[src/rtl/hd_pkg.sv]
package hd_pkg;
  localparam int unsigned OPND_W  = 8;
  localparam int unsigned ADDR_W  = 2;
  localparam int unsigned CNT_W   = $clog2(OPND_W + 1);

  typedef enum logic [ADDR_W-1:0] {
    REG_OPND_X = 2'd0,
    REG_OPND_Y = 2'd1,
    REG_STAT   = 2'd2,
    REG_NONE   = 2'd3
  } reg_sel_e;
endpackage

[src/rtl/hd_reset_sync.sv]
module hd_reset_sync #(
  parameter int unsigned STAGES = 2
) (
  input  logic clk,
  input  logic rst_n,
  output logic rst_n_sync
);
  logic [STAGES-1:0] chain_q;

  always_ff @(posedge clk or negedge rst_n) begin
    if (!rst_n) chain_q <= '0;
    else        chain_q <= {chain_q[STAGES-2:0], 1'b1};
  end

  assign rst_n_sync = chain_q[STAGES-1];
endmodule

[src/rtl/hd_operand_regs.sv]
module hd_operand_regs
  import hd_pkg::*;
#(
  parameter int unsigned W  = OPND_W,
  parameter int unsigned AW = ADDR_W
) (
  input  logic          clk,
  input  logic          rst_n,
  input  logic [AW-1:0] addr,
  input  logic          wr,
  input  logic [W-1:0]  wdata,
  output logic [W-1:0]  x_q,
  output logic [W-1:0]  y_q,
  output logic [W-1:0]  x_nxt,
  output logic [W-1:0]  y_nxt,
  output logic          recompute
);
  logic x_en, y_en;

  always_comb begin
    x_en  = wr && (addr == AW'(REG_OPND_X));
    y_en  = wr && (addr == AW'(REG_OPND_Y));
    x_nxt = x_en ? wdata : x_q;
    y_nxt = y_en ? wdata : y_q;
    recompute = x_en || y_en;
  end

  always_ff @(posedge clk or negedge rst_n) begin
    if (!rst_n)    x_q <= '0;
    else if (x_en) x_q <= x_nxt;
  end

  always_ff @(posedge clk or negedge rst_n) begin
    if (!rst_n)    y_q <= '0;
    else if (y_en) y_q <= y_nxt;
  end

  // a write to any other address must leave both operands untouched
  p_no_stray_write_r9: assert property (@(posedge clk) disable iff (!rst_n)
    (wr && addr != AW'(REG_OPND_X) && addr != AW'(REG_OPND_Y)) |=> ($stable(x_q) && $stable(y_q)));
endmodule

[src/rtl/hd_popcount.sv]
module hd_popcount #(
  parameter int unsigned W  = 8,
  parameter int unsigned CW = $clog2(W + 1)
) (
  input  logic [W-1:0]  a,
  input  logic [W-1:0]  b,
  output logic [CW-1:0] cnt
);
  logic [W-1:0] diff;

  assign diff = a ^ b;

  always_comb begin
    cnt = '0;
    for (int i = 0; i < W; i++) begin
      cnt = cnt + CW'(diff[i]);
    end
  end
endmodule

[src/rtl/hd_status_reg.sv]
module hd_status_reg #(
  parameter int unsigned CW = 4,
  parameter int unsigned W  = 8
) (
  input  logic          clk,
  input  logic          rst_n,
  input  logic          load,
  input  logic [CW-1:0] cnt_in,
  output logic [CW-1:0] cnt_q
);
  logic [CW-1:0] cnt_d;

  always_comb begin
    cnt_d = cnt_q;
    if (load) cnt_d = cnt_in;
  end

  always_ff @(posedge clk or negedge rst_n) begin
    if (!rst_n)    cnt_q <= '0;
    else if (load) cnt_q <= cnt_d;
  end

  // without an operand write, the held count must not move
  p_hold_r11: assert property (@(posedge clk) disable iff (!rst_n)
    !load |=> $stable(cnt_q));
  // the count can never exceed the operand width
  p_range_r3: assert property (@(posedge clk) disable iff (!rst_n)
    cnt_q <= CW'(W));
endmodule

[src/rtl/hd_read_mux.sv]
module hd_read_mux
  import hd_pkg::*;
#(
  parameter int unsigned W  = OPND_W,
  parameter int unsigned AW = ADDR_W,
  parameter int unsigned CW = CNT_W
) (
  input  logic          clk,
  input  logic          rst_n,
  input  logic [AW-1:0] addr,
  input  logic [W-1:0]  x_q,
  input  logic [W-1:0]  y_q,
  input  logic [CW-1:0] cnt_q,
  output logic [W-1:0]  rdata
);
  always_comb begin
    rdata = '0;
    unique case (addr)
      AW'(REG_OPND_X): rdata = x_q;
      AW'(REG_OPND_Y): rdata = y_q;
      AW'(REG_STAT):   rdata = W'(cnt_q);
      default:         rdata = '0;
    endcase
  end

  // upper status bits read as zero
  p_upper_zero_r4: assert property (@(posedge clk) disable iff (!rst_n)
    (addr == AW'(REG_STAT)) |-> (rdata[W-1:CW] == '0));
  // the unmapped address reads as zero
  p_unmapped_zero_r10: assert property (@(posedge clk) disable iff (!rst_n)
    (addr == AW'(REG_NONE)) |-> (rdata == '0));
endmodule

[src/rtl/hd_mismatch_counter.sv]
module hd_mismatch_counter
  import hd_pkg::*;
(
  input  logic              clk,
  input  logic              rst_n,
  input  logic [ADDR_W-1:0] bus_addr,
  input  logic              bus_wr,
  input  logic [OPND_W-1:0] bus_wdata,
  output logic [OPND_W-1:0] bus_rdata
);
  logic              rst_n_s;
  logic [OPND_W-1:0] x_q, y_q, x_nxt, y_nxt;
  logic              recompute;
  logic [CNT_W-1:0]  cnt_next, cnt_q;

  hd_reset_sync #(.STAGES(2)) u_rst (
    .clk(clk), .rst_n(rst_n), .rst_n_sync(rst_n_s)
  );

  hd_operand_regs #(.W(OPND_W), .AW(ADDR_W)) u_regs (
    .clk(clk), .rst_n(rst_n_s), .addr(bus_addr), .wr(bus_wr), .wdata(bus_wdata),
    .x_q(x_q), .y_q(y_q), .x_nxt(x_nxt), .y_nxt(y_nxt), .recompute(recompute)
  );

  hd_popcount #(.W(OPND_W), .CW(CNT_W)) u_pop (
    .a(x_nxt), .b(y_nxt), .cnt(cnt_next)
  );

  hd_status_reg #(.CW(CNT_W), .W(OPND_W)) u_stat (
    .clk(clk), .rst_n(rst_n_s), .load(recompute), .cnt_in(cnt_next), .cnt_q(cnt_q)
  );

  hd_read_mux #(.W(OPND_W), .AW(ADDR_W), .CW(CNT_W)) u_rd (
    .clk(clk), .rst_n(rst_n_s), .addr(bus_addr), .x_q(x_q), .y_q(y_q),
    .cnt_q(cnt_q), .rdata(bus_rdata)
  );

  // one edge after an operand write, the status matches the stored operands
  p_fresh_count_r5: assert property (@(posedge clk) disable iff (!rst_n_s)
    recompute |=> (int'(cnt_q) == $countones(x_q ^ y_q)));
  // identical operands always give a zero count
  p_equal_zero_r3: assert property (@(posedge clk) disable iff (!rst_n_s)
    (x_q == y_q) |-> (cnt_q == '0));
endmodule

[config.mk]
export PLATFORM = sky130hd
export DESIGN_NAME = hd_mismatch_counter
export DESIGN_NICKNAME = d
export VERILOG_FILES = /design/src/rtl/hd_pkg.sv /design/src/rtl/hd_reset_sync.sv /design/src/rtl/hd_operand_regs.sv /design/src/rtl/hd_popcount.sv /design/src/rtl/hd_status_reg.sv /design/src/rtl/hd_read_mux.sv /design/src/rtl/hd_mismatch_counter.sv
export SDC_FILE = /design/constraint.sdc
export NUM_CORES = 1
export LEC_CHECK = 0
export ABC_AREA = 1
export BUFFER_PORTS_ARGS = -buffer_cell sky130_fd_sc_hd__clkbuf_2
export CAP_MARGIN = 20
export CORE_MARGIN = 2
export CORE_UTILIZATION = 56
export CTS_CLUSTER_DIAMETER = 80
export DETAILED_ROUTE_END_ITERATION = 12
export HOLD_SLACK_MARGIN = 0.02
export PLACE_DENSITY = 0.85
export SYNTH_ARGS = -nofsm -noshare
export SYNTH_HDL_FRONTEND = slang
export SYNTH_SLANG_ARGS = --single-unit
export TNS_END_PERCENT = 20
[constraint.sdc]
create_clock -name clk -period 1.75 [get_ports clk]
set_input_delay 0.35 -clock clk [delete_from_list [all_inputs] [get_ports clk]]
set_output_delay 0.35 -clock clk [all_outputs]
set_load 0.005 [all_outputs]
==> results of run 1 <==
==> where the power goes <==
part | internal [mW] | switching (mW) | total, mW
logic | 0.495 | 0.520 | 1.01
clock network | 0.0806 | 0.161 | 0.242
registers | 0.603 | 0.0569 | 0.660
==> worst max path at each step <==
stage	slack, ns	start	cells past startpoint	endpoint
6_report	-1.18	bus_addr[1]	14	u_stat.cnt_q[1]$_DFFE_PN0P_
5_1_grt	-1.28	bus_addr[1]	14	u_stat.cnt_q[1]$_DFFE_PN0P_
4_1_cts	-1.21	bus_addr[0]	16	u_stat.cnt_q[2]$_DFFE_PN0P_
3_5_place_dp	-1.58	bus_addr[0]	17	u_stat.cnt_q[2]$_DFFE_PN0P_
3_3_place_gp	-1.50	bus_addr[0]	15	u_stat.cnt_q[1]$_DFFE_PN0P_
2_1_floorplan	-1.53	bus_addr[1]	15	u_stat.cnt_q[1]$_DFFE_PN0P_
==> sequential cells by signal (all words and copies together), names as in the netlist <==
name and cells:
u_regs.x_q 8, u_rst.chain_q 2, u_regs.y_q 8, u_stat.cnt_q 4
==> logic make-up (layout without fill, tap and decap cells) <==
logic type,count (synthesis),after routing,share of synthesized area (%)
and+or+nand+nor,143,143,40.31
buffers and inverters,42,100,12.94
other,1,1,0.2351
DFF,22,22,34.51
AOI/OAI and AO/OA,10,10,4.078
xor gates and xnor gates,1,1,0.5491
adders and majority gates,7,7,7.373
==> metrics by stage <==
| step | util [%] | power (mW) | instance area [um^2] |
|---|---|---|---|
| after detailed placement | 72.45 | 1.596 | 1981 |
| final | 76.80 | 1.916 | 2100 |
| after global routing | 76.80 | 2.057 | 2100 |
| after CTS | 73.91 | 1.835 | 2021 |
| after global placement | 72.45 | 1.532 | 1981 |
| after floorplan | - | 1.252 | 1598 |
==> critical path: stages <==
cell     delay, ns
buf_6         0.10
buf_6         0.13
nor2_4        0.17
nand3_2       0.09
nand2_1       0.08
nand2_1       0.06
nand2_2       0.08
ha_4          0.20
fa_1          0.51
fa_1          0.44
fa_2          0.37
inv_2         0.07
fa_2          0.42
o21ai_2       0.11
==> per-layer routing <==
| metal | vias up | part of all wire (%) | track usage [%] |
|---|---|---|---|
| met5 | - | 0 | 0 |
| li1 | 831 | - | - |
| met1 | 775 | 41 | 34.64 |
| met2 | 78 | 51 | 44.97 |
| met4 | 0 | 2.2 | 8.638 |
| met3 | 17 | 6.3 | 4.762 |
==> cell type report <==
class | count | area [um^2] | share of cell area, %
tap | 31 | 38.79 | 1.847
sequential | 22 | 550.5 | 26.22
timing repair buffer | 65 | 475.5 | 22.65
clock buffer | 3 | 22.52 | 1.073
inverter | 32 | 125.1 | 5.959
multi-input combinational | 162 | 887.1 | 42.25
==> placed cells by master (no fill, tap or decap) <==
master / n
buf_4: 41
conb_1: 1
nand3_4: 1
nand2_2: 7
dlygate4sd3_1: 1
fa_2: 2
fa_1: 2
buf_12: 1
dfrtp_1: 22
clkbuf_4: 4
nand2_1: 94
nand3b_1: 1
nand3_2: 4
o22ai_1: 4
buf_6: 4
inv_1: 26
inv_4: 2
nand3_1: 25
ha_1: 2
nand4_1: 8
nand2_4: 1
inv_2: 4
nor2_4: 2
o211ai_1: 4
ha_4: 1
a21oi_1: 1
o21ai_2: 1
clkbuf_2: 17
xnor2_1: 1
==> timing repair <==
item	CTS	global route
endpoints found under the hold margin	2	0
hold buffers	1	0
resized for setup	2	20
buffers inserted	0	2
endpoints found under the setup margin	7	12
pin swaps	0	10
==> impl_metrics.py, run 1 <==
metrics = {
    "logic_synthesis": {
        "synth_top_area_share_pct": 34.51,
        "synth-seq-area-share_pct": 34.51,
        "post_synth_most_frequent_cells": "nand2_1, nand3_1, inv_1",
        "ys_warn_count": 0,
        "mappedNetlistNets": 246,
        "yosys.cell_count.top_type": "nand2_1",
        "syn_area_mm2": 0.001595,
        "synth_edf_count": 0,
        "avgSynthCellArea_um2": 7.059,
        "yosys-top-cells-area": "dfrtp_1, nand2_1, nand3_1, inv_1, fa_1",
        "ys_types": 24,
        "synth_cells": 226,
        "synth-async-reset-ratio_pct": 100.0,
        "yosys.area.top_type": "dfrtp_1",
        "ys_ff_latch": 22,
        "ys.flop_type": "dfrtp_1",
    },
    "finish": {
        "fin_cells": 315,
        "area_growth_pct": 31.61,
        "n_fill_cell": 175,
        "drive_gt1_share_pct": 32.39,
        "antenna_cells": 0,
        "nets": 306,
    },
    "timing": {
        "max_freq_ghz": 0.3408,
        "layout_worst_path_cycle_share_pct": 167.7,
        "finalMaxSlewViolations": 0,
        "worst_slack_ns": -1.184,
        "fin_setup_tns_ns": -4.129,
        "finalSetupViolCount": 4,
        "grt_setup_unrepaired": "yes",
        "skew_ns": 0.007491,
        "holdWs_ns": 0.2144,
        "fin_crit_ns": 2.934,
        "hold_viol": 0,
    },
    "clock_tree": {
        "ctsHtreeMaxLevel": 1,
        "root_buffer": "clkbuf_4",
        "clkSinkCount": 22,
        "cts_made_buffers": 3,
        "clock_latency_ns": 0.32,
        "cts_buffer_depth": 2,
        "cts_tree": "yes",
        "clk_pin_slew_worst_paths_ns": 0.13,
    },
    "outcome": {
        "violations": "negative setup slack",
        "run_status": "finished, violations left",
    },
    "drt": {
        "final_antenna_net_count": 0,
        "first_pass_iters": 4,
        "via_per_inst": 5.400,
        "post_drt_wl_per_cell_um": 13.41,
        "wirelength_um": 4224,
        "num_vias": 1701,
        "drtIter0Drc": 120,
        "drc": 0,
    },
    "placed_design": {
        "place_hpwl_um": 3193,
        "place_congestion": 0.9517,
        "pre_cts_slack_ns": -1.584,
        "numPortBuffers": 20,
        "dpl.cell_count": 309,
    },
    "setup_path": {
        "crit_path_max_fanout": 5,
        "startpoint_type": "primary input",
        "ff2ff_path_depth": 12,
        "worstSetupEndpointType": "flop",
        "r2r_start": "u_regs.x_q[0]$_DFFE_PN0N_",
        "critPathArrivalTime_ns": 3.19,
        "required_ns": 2.01,
        "r2r_slack_ns": -1.17,
        "crit_type": "in -> reg",
        "worstReg2RegEnd": "u_stat.cnt_q[1]$_DFFE_PN0P_",
    },
    "floorplanning": {
        "die_w_um": 57.38,
        "fp.dieH_um": 57.38,
        "rows": 19,
        "ios": 21,
        "core_mm2": 0.002734,
        "initial_utilization_pct": 58.35,
        "die_area_mm2": 0.003292,
    },
    "global_route": {
        "grt_pass1_wl_um": 6858,
        "first_global_vias": 1571,
        "grt_use_total_pct": 26.66,
        "grt_max_degree": 24,
        "grt.overflow.total": 0,
        "antenna_found_initial": 0,
    },
    "flow_run": {
        "drv_cap": 0,
    },
    "pwr": {
        "power.density_mw_per_mm2": 912.7,
        "peakVddDrop_mv": 0.7819,
        "p_leak_nw": 1.203,
    },
    "min_path": {
        "hp-class": "reg -> async",
    },
}
No activity file was read; power rests on OpenSTA's default activity.
==> run 2, diff against run 1 <==
BUFFER_PORTS_ARGS = unset   (was -buffer_cell sky130_fd_sc_hd__clkbuf_2)
DONT_BUFFER_PORTS = 1   (was unset)
PLACE_DENSITY = 0.81   (was 0.85)
clock period = 2.5 ns   (was 1.75 ns; I/O delays follow)
==> run 2 against run 1 <==
Against the previous run:
- the flow still finishes with violations (negative setup slack)
- critical path depth decreased by 2
- cell count shrank 11%
- via count shrank 13%
- utilization fell by 9.5 points
- sequential cell count is the same
- total power decreased by 28%
- critical path type is now reg -> reg
- clock skew down 0.0024 ns
- sequential share of layout area grew 3.7 points
- clock-buffer cell count stayed put
- global-route usage down 2.1 points
==> impl_metrics.py, run 2 (synthesized netlist as in run 1, its figures left out) <==
metrics = {
    "floorplanning": {
        "ios": 21,
        "die_area_mm2": 0.003292,
        "fp.dieH_um": 57.38,
        "rows": 19,
        "die_w_um": 57.38,
        "core_mm2": 0.002734,
        "initial_utilization_pct": 58.35,
    },
    "pwr": {
        "peakVddDrop_mv": 0.5998,
        "seqPwrFrac_pct": 34.3,
        "swShare_pct": 35.95,
        "internal-power_uw": 878.5,
        "power.density_mw_per_mm2": 745.2,
        "power_mw": 1.372,
        "p_leak_nw": 1.036,
        "switching_power_uw": 493.2,
        "combPwrFrac_pct": 44.8,
        "clockPowerShare_pct": 20.9,
    },
    "min_path": {
        "hp-start": "bus_wdata[0]",
        "hp-class": "in -> reg",
    },
    "drt": {
        "post_drt_wl_per_cell_um": 13.58,
        "via_per_inst": 5.280,
        "drtIter0Drc": 75,
        "wirelength_um": 3788,
        "drc": 0,
        "first_pass_iters": 4,
        "num_vias": 1473,
        "final_antenna_net_count": 0,
    },
    "placed_design": {
        "dpl.cell_count": 274,
        "numPortBuffers": 0,
        "place_congestion": 0.8707,
        "place_hpwl_um": 2777,
    },
    "finish": {
        "drive_gt1_share_pct": 20.56,
        "register_area_um2": 550.5,
        "layout_commonest_cell": "nand2_1",
        "area_growth_pct": 15.37,
        "multi_input_area_um2": 863.3,
        "antenna_cells": 0,
        "nets": 269,
        "reg_top3": "u_regs.x_q (8), u_regs.y_q (8), u_stat.cnt_q (4)",
        "mostFrequentLayoutCells": "nand2_1, nand3_1, buf_4",
        "n_fill_cell": 222,
        "fin_cells": 279,
    },
    "clock_tree": {
        "cts_buffer_depth": 2,
        "cts_tree": "yes",
        "ctsHtreeMaxLevel": 1,
        "clock_latency_ns": 0.33,
        "clkSinkCount": 22,
        "cts_made_buffers": 3,
        "clk_pin_slew_worst_paths_ns": 0.14,
        "root_buffer": "clkbuf_4",
        "post_cts_buffers": 0,
    },
    "timing": {
        "max_freq_ghz": 0.3397,
        "fin_setup_tns_ns": -1.183,
        "skew_ns": 0.005101,
        "slew_headroom_pct": 42.36,
        "worst_slack_ns": -0.4440,
        "finalSetupViolCount": 4,
        "worst_pin_slew_ns": 0.8647,
        "finalMaxSlewViolations": 0,
        "layout_worst_path_cycle_share_pct": 117.8,
        "hold_viol": 0,
        "holdWs_ns": 0.2999,
        "grt_setup_unrepaired": "yes",
        "fin_crit_ns": 2.944,
    },
    "setup_path": {
        "r2r_start": "u_regs.x_q[1]$_DFFE_PN0N_",
        "required_ns": 2.77,
        "slowest_stage": "fa_1",
        "crit_start": "u_regs.x_q[1]$_DFFE_PN0N_",
        "crit_type": "reg -> reg",
        "worstPathCellList": "inv_1 -> nand2_1 -> nand2_1 -> nand2_1 -> nand2_2 -> ha_4 -> fa_1 -> fa_1 -> fa_2 -> inv_2 -> fa_2 -> o21ai_1",
        "worstSetupEndpointType": "flop",
        "startpoint_type": "flop",
        "critPathArrivalTime_ns": 3.21,
        "crit_path_max_fanout": 2,
        "slowest_delay_ns": 0.50,
        "crit_top_cell": "nand2_1",
    },
    "global_route": {
        "grt_use_total_pct": 24.57,
        "grt.overflow.total": 0,
        "grt_max_degree": 35,
        "antenna_found_initial": 0,
        "first_global_vias": 1337,
        "grt_pass1_wl_um": 6106,
    },
    "outcome": {
        "violations": "negative setup slack",
        "run_status": "finished, violations left",
    },
    "flow_run": {
        "drv_cap": 0,
    },
}
run 2: worst paths after layout:
path,to,slack [ns],cells past startpoint
setup / recovery,u_stat.cnt_q[1]$_DFFE_PN0P_,-0.44,12
hold / removal,u_regs.x_q[0]$_DFFE_PN0N_,0.30,2
setup reg to reg,u_stat.cnt_q[1]$_DFFE_PN0P_,-0.44,12
hold reg to reg,u_regs.y_q[2]$_DFFE_PN0N_,0.36,0
max in group asynchronous,u_stat.cnt_q[1]$_DFFE_PN0P_,1.61,0
min in group asynchronous,u_regs.y_q[2]$_DFFE_PN0N_,0.36,0
run 2: final cells by class:
class / count / share of cell area, %
clock buffer: 3 / 1.224
clock inverter: 1 / 1.632
inverter: 32 / 6.662
multi-input combinational: 162 / 46.91
sequential: 22 / 29.91
tap: 31 / 2.107
timing repair buffer: 28 / 11.56
run 2: what timing repair did:
action | 4_1_cts | 5_1_grt
setup endpoints to repair | 4 | 4
endpoints found under the hold margin | 2 | 0
resized for setup | 2 | 4
hold buffers | 1 | 0
pin swaps | 3 | 2
run 2: power by group through the flow:
stage / logic (mW) / clock network [mW] / registers, mW
after floorplan: 0.415 / 0 / 0.461
after global placement: 0.534 / 0 / 0.475
after detailed placement: 0.567 / 0 / 0.475
after CTS: 0.598 / 0.289 / 0.469
after global routing: 0.692 / 0.300 / 0.477
final: 0.614 / 0.287 / 0.470
run 2: layer usage:
metal / part of all wire [%] / track usage [%] / vias to the layer above
met5: 0 / 0 / -
met4: 1.7 / 8.970 / 0
met3: 6.8 / 4.308 / 9
met2: 48 / 38.80 / 51
met1: 43 / 33.97 / 659
li1: - / - / 754
run 2: critical path: cells and delay by family, from the launching register on:
kind,cells,cell delay [ns]
buffers and inverters,2,0.15
AND/OR/NAND/NOR,4,0.26
AO/OA/AOI/OAI,1,0.11
adder cells (fa/ha/maj),5,1.95
flip-flops,1,0.42
run 2: metrics by stage:
stage,util [%],area (um^2),setup WS [ns]
after floorplan,-,1598,-0.9251
after global placement,64.21,1755,-0.6873
after detailed placement,64.21,1755,-0.7802
after CTS,66.68,1823,-0.4657
after global routing,67.32,1841,-0.5544
final,67.32,1841,-0.4440
==> run 3, diff against run 2 <==
ABC_AREA = 0   (was 1)
HOLD_SLACK_MARGIN = unset   (was 0.02)
==> run 3 against run 2 <==
Against the previous run:
- the flow still finishes with violations (negative setup slack)
- combinational power up 8.6%
- clock-buffer cell count rose by 1
- clock power down 30%
- cell count is 35% lower
- critical path depth down 2
- clock skew down 0.0031 ns
- synthesized area down 11%
- setup slack got worse by 0.24 ns
- routed wire length decreased by 23%
- highest routed layer unchanged
- largest power group unchanged
- total power is 0.63% higher
- sequential power is 9.1% higher
- utilization fell by 3.4 points
==> impl_metrics.py, run 3 <==
metrics = {
    "outcome": {
        "run_status": "finished, violations left",
        "violations": "negative setup slack",
    },
    "logic_synthesis": {
        "syn_area_mm2": 0.001425,
        "synth_top_area_share_pct": 38.63,
        "ys_types": 22,
        "yosys.cell_count.top_type": "dfrtp_1",
        "ys_ff_latch": 22,
        "synth-seq-area-share_pct": 38.63,
        "ys_warn_count": 0,
        "post_synth_most_frequent_cells": "dfrtp_1, nand2_1, xor2_1",
        "yosys-top-cells-area": "dfrtp_1, mux2_2, mux2i_1, xor2_1, fa_1",
        "avgSynthCellArea_um2": 10.33,
        "yosys.area.top_type": "dfrtp_1",
        "synth-async-reset-ratio_pct": 100.0,
        "synth_edf_count": 0,
        "mappedNetlistNets": 158,
        "synth_cells": 138,
        "ys.flop_type": "dfrtp_1",
    },
    "global_route": {
        "antenna_found_initial": 0,
        "grt_pass1_wl_um": 4581,
        "grt_max_degree": 21,
        "grt.overflow.total": 0,
        "first_global_vias": 1056,
        "grt_use_total_pct": 22.35,
    },
    "setup_path": {
        "cp_top_family": "adder cells",
        "cp_num_buf_inv": 1,
        "slowest_delay_ns": 0.52,
        "crit_top_cell": "fa_1",
        "startpoint_type": "flop",
        "critPathArrivalTime_ns": 3.44,
        "slowest_stage": "fa_1",
        "worstPathCellList": "mux2i_1 -> xor2_1 -> a21oi_1 -> ha_1 -> fa_1 -> fa_1 -> fa_2 -> inv_2 -> fa_1 -> o21ai_1",
        "worstSetupEndpointType": "flop",
        "required_ns": 2.75,
        "crit_path_max_fanout": 2,
        "crit_type": "reg -> reg",
    },
    "finish": {
        "n_fill_cell": 200,
        "nets": 171,
        "reg_top3": "u_regs.x_q (8), u_regs.y_q (8), u_stat.cnt_q (4)",
        "register_area_um2": 550.5,
        "drive_gt1_share_pct": 23.33,
        "fin_cells": 180,
        "antenna_cells": 0,
        "multi_input_area_um2": 819.5,
        "area_growth_pct": 10.18,
        "mostFrequentLayoutCells": "dfrtp_1, nand2_1, xor2_1",
        "layout_commonest_cell": "dfrtp_1",
    },
    "placed_design": {
        "numPortBuffers": 0,
        "place_congestion": 0.7956,
        "place_hpwl_um": 2186,
        "dpl.cell_count": 172,
    },
    "timing": {
        "grt_setup_unrepaired": "yes",
        "layout_worst_path_cycle_share_pct": 127.4,
        "worst_slack_ns": -0.6861,
        "hold_viol": 0,
        "finalMaxSlewViolations": 0,
        "skew_ns": 0.002046,
        "max_freq_ghz": 0.3139,
        "fin_crit_ns": 3.186,
        "slew_headroom_pct": 44.66,
        "worst_pin_slew_ns": 0.8301,
        "finalSetupViolCount": 4,
    },
    "drt": {
        "first_pass_iters": 5,
        "via_per_inst": 5.628,
        "num_vias": 1013,
        "post_drt_wl_per_cell_um": 16.12,
        "drtIter0Drc": 17,
        "drc": 0,
        "wirelength_um": 2901,
        "final_antenna_net_count": 0,
    },
    "clock_tree": {
        "cts_buffer_depth": 2,
        "root_buffer": "clkbuf_4",
        "cts_made_buffers": 3,
        "clk_pin_slew_worst_paths_ns": 0.12,
        "clkSinkCount": 22,
        "cts_tree": "yes",
        "clock_latency_ns": 0.31,
        "ctsHtreeMaxLevel": 1,
    },
    "pwr": {
        "p_leak_nw": 0.7465,
        "power_mw": 1.380,
        "peakVddDrop_mv": 0.4803,
        "power.density_mw_per_mm2": 879.0,
    },
    "floorplanning": {
        "die_w_um": 54.45,
        "core_mm2": 0.002455,
        "fp.dieH_um": 54.45,
        "rows": 18,
        "die_area_mm2": 0.002964,
        "initial_utilization_pct": 58.05,
        "ios": 21,
    },
    "min_path": {
        "hp-class": "in -> reg",
    },
    "flow_run": {
        "drv_cap": 0,
    },
}
## run 3: changes by cell type after synthesis, moves of 4 or more
cell	before	now
nor2_1	0	11
nand4_1	8	0
inv_1	27	3
inv_2	4	0
a21oi_1	1	9
o21ai_0	0	7
xor2_1	0	15
o211ai_1	4	0
nand3_1	28	0
mux2i_1	0	14
nand2_1	99	17
mux2_2	0	14
## run 3: cell families after synthesis
logic type | after synthesis | synth area share, %
fa+ha+maj | 7 | 8.253
compound gates | 22 | 8.955
other cells | 1 | 0.2631
buf+inv | 10 | 4.038
xor+xnor | 15 | 9.219
flops | 22 | 38.63
mux | 28 | 20.90
simple gates | 33 | 9.746
## run 3: repair_timing
| item | in CTS | in global routing |
|---|---|---|
| hold buffers | 1 | 0 |
| resized for setup | 1 | 0 |
| hold endpoints to repair | 2 | 0 |
| setup buffers | 3 | 0 |
| setup endpoints to repair | 4 | 4 |
| pin swaps | 1 | 1 |
## run 3: worst paths after layout
path	slack, ns	cells after the start	start	endpoint
max	-0.69	10	u_regs.x_q[1]$_DFFE_PN0N_	u_stat.cnt_q[1]$_DFFE_PN0P_
max in group asynchronous	1.64	0	u_rst.chain_q[1]$_DFF_PN0_	u_regs.x_q[0]$_DFFE_PN0N_
max reg2reg	-0.69	10	u_regs.x_q[1]$_DFFE_PN0N_	u_stat.cnt_q[1]$_DFFE_PN0P_
min reg2reg	0.35	0	u_rst.chain_q[1]$_DFF_PN0_	u_stat.cnt_q[2]$_DFFE_PN0P_
min in group asynchronous	0.35	0	u_rst.chain_q[1]$_DFF_PN0_	u_stat.cnt_q[2]$_DFFE_PN0P_
min	0.29	2	bus_wdata[3]	u_regs.x_q[3]$_DFFE_PN0N_
## run 3: area by class of cell
| class | instances | area share (%) |
|---|---|---|
| Multi-Input combinational cell | 106 | 52.19 |
| Sequential cell | 22 | 35.06 |
| Timing Repair Buffer | 15 | 7.331 |
| Tap cell | 30 | 2.390 |
| Clock buffer | 4 | 2.311 |
| Inverter | 3 | 0.7171 |
## run 3: where the power goes
part           total (mW)  switching [mW]  internal (mW)
logic               0.667           0.326          0.341
registers           0.513          0.0756          0.437
clock network       0.201           0.111         0.0891
## run 3: worst reg2reg max path: cells and delay by family (launching register included)
family / cells / cell delay, ns
AO/OA/AOI/OAI: 2 / 0.22
XOR/XNOR: 1 / 0.21
adder cells (fa/ha/maj): 5 / 2.04
buffers and inverters: 1 / 0.06
flip-flops: 1 / 0.41
multiplexers: 1 / 0.17
## run 3: metal layers
| metal | global-route usage, % | share of wire [%] |
|---|---|---|
| met5 | 0 | 0 |
| met1 | 24.56 | 40 |
| met3 | 3.552 | 4.3 |
| met2 | 42.37 | 53 |
| met4 | 8.750 | 1.8 |
## run 3: per-stage QoR
stage	setup TNS, ns	setup slack (ns)	hold slack (ns)	cell area (um^2)	utilization (%)
after floorplan	-2.240	-0.7152	0.2044	1444	-
after global placement	-2.187	-0.7005	0.2045	1501	61.16
after detailed placement	-2.669	-0.8484	0.2044	1501	61.16
after CTS	-1.990	-0.6590	0.2890	1570	63.97
after global routing	-2.628	-0.8087	0.2993	1570	63.97
final	-2.105	-0.6861	0.2924	1570	63.97
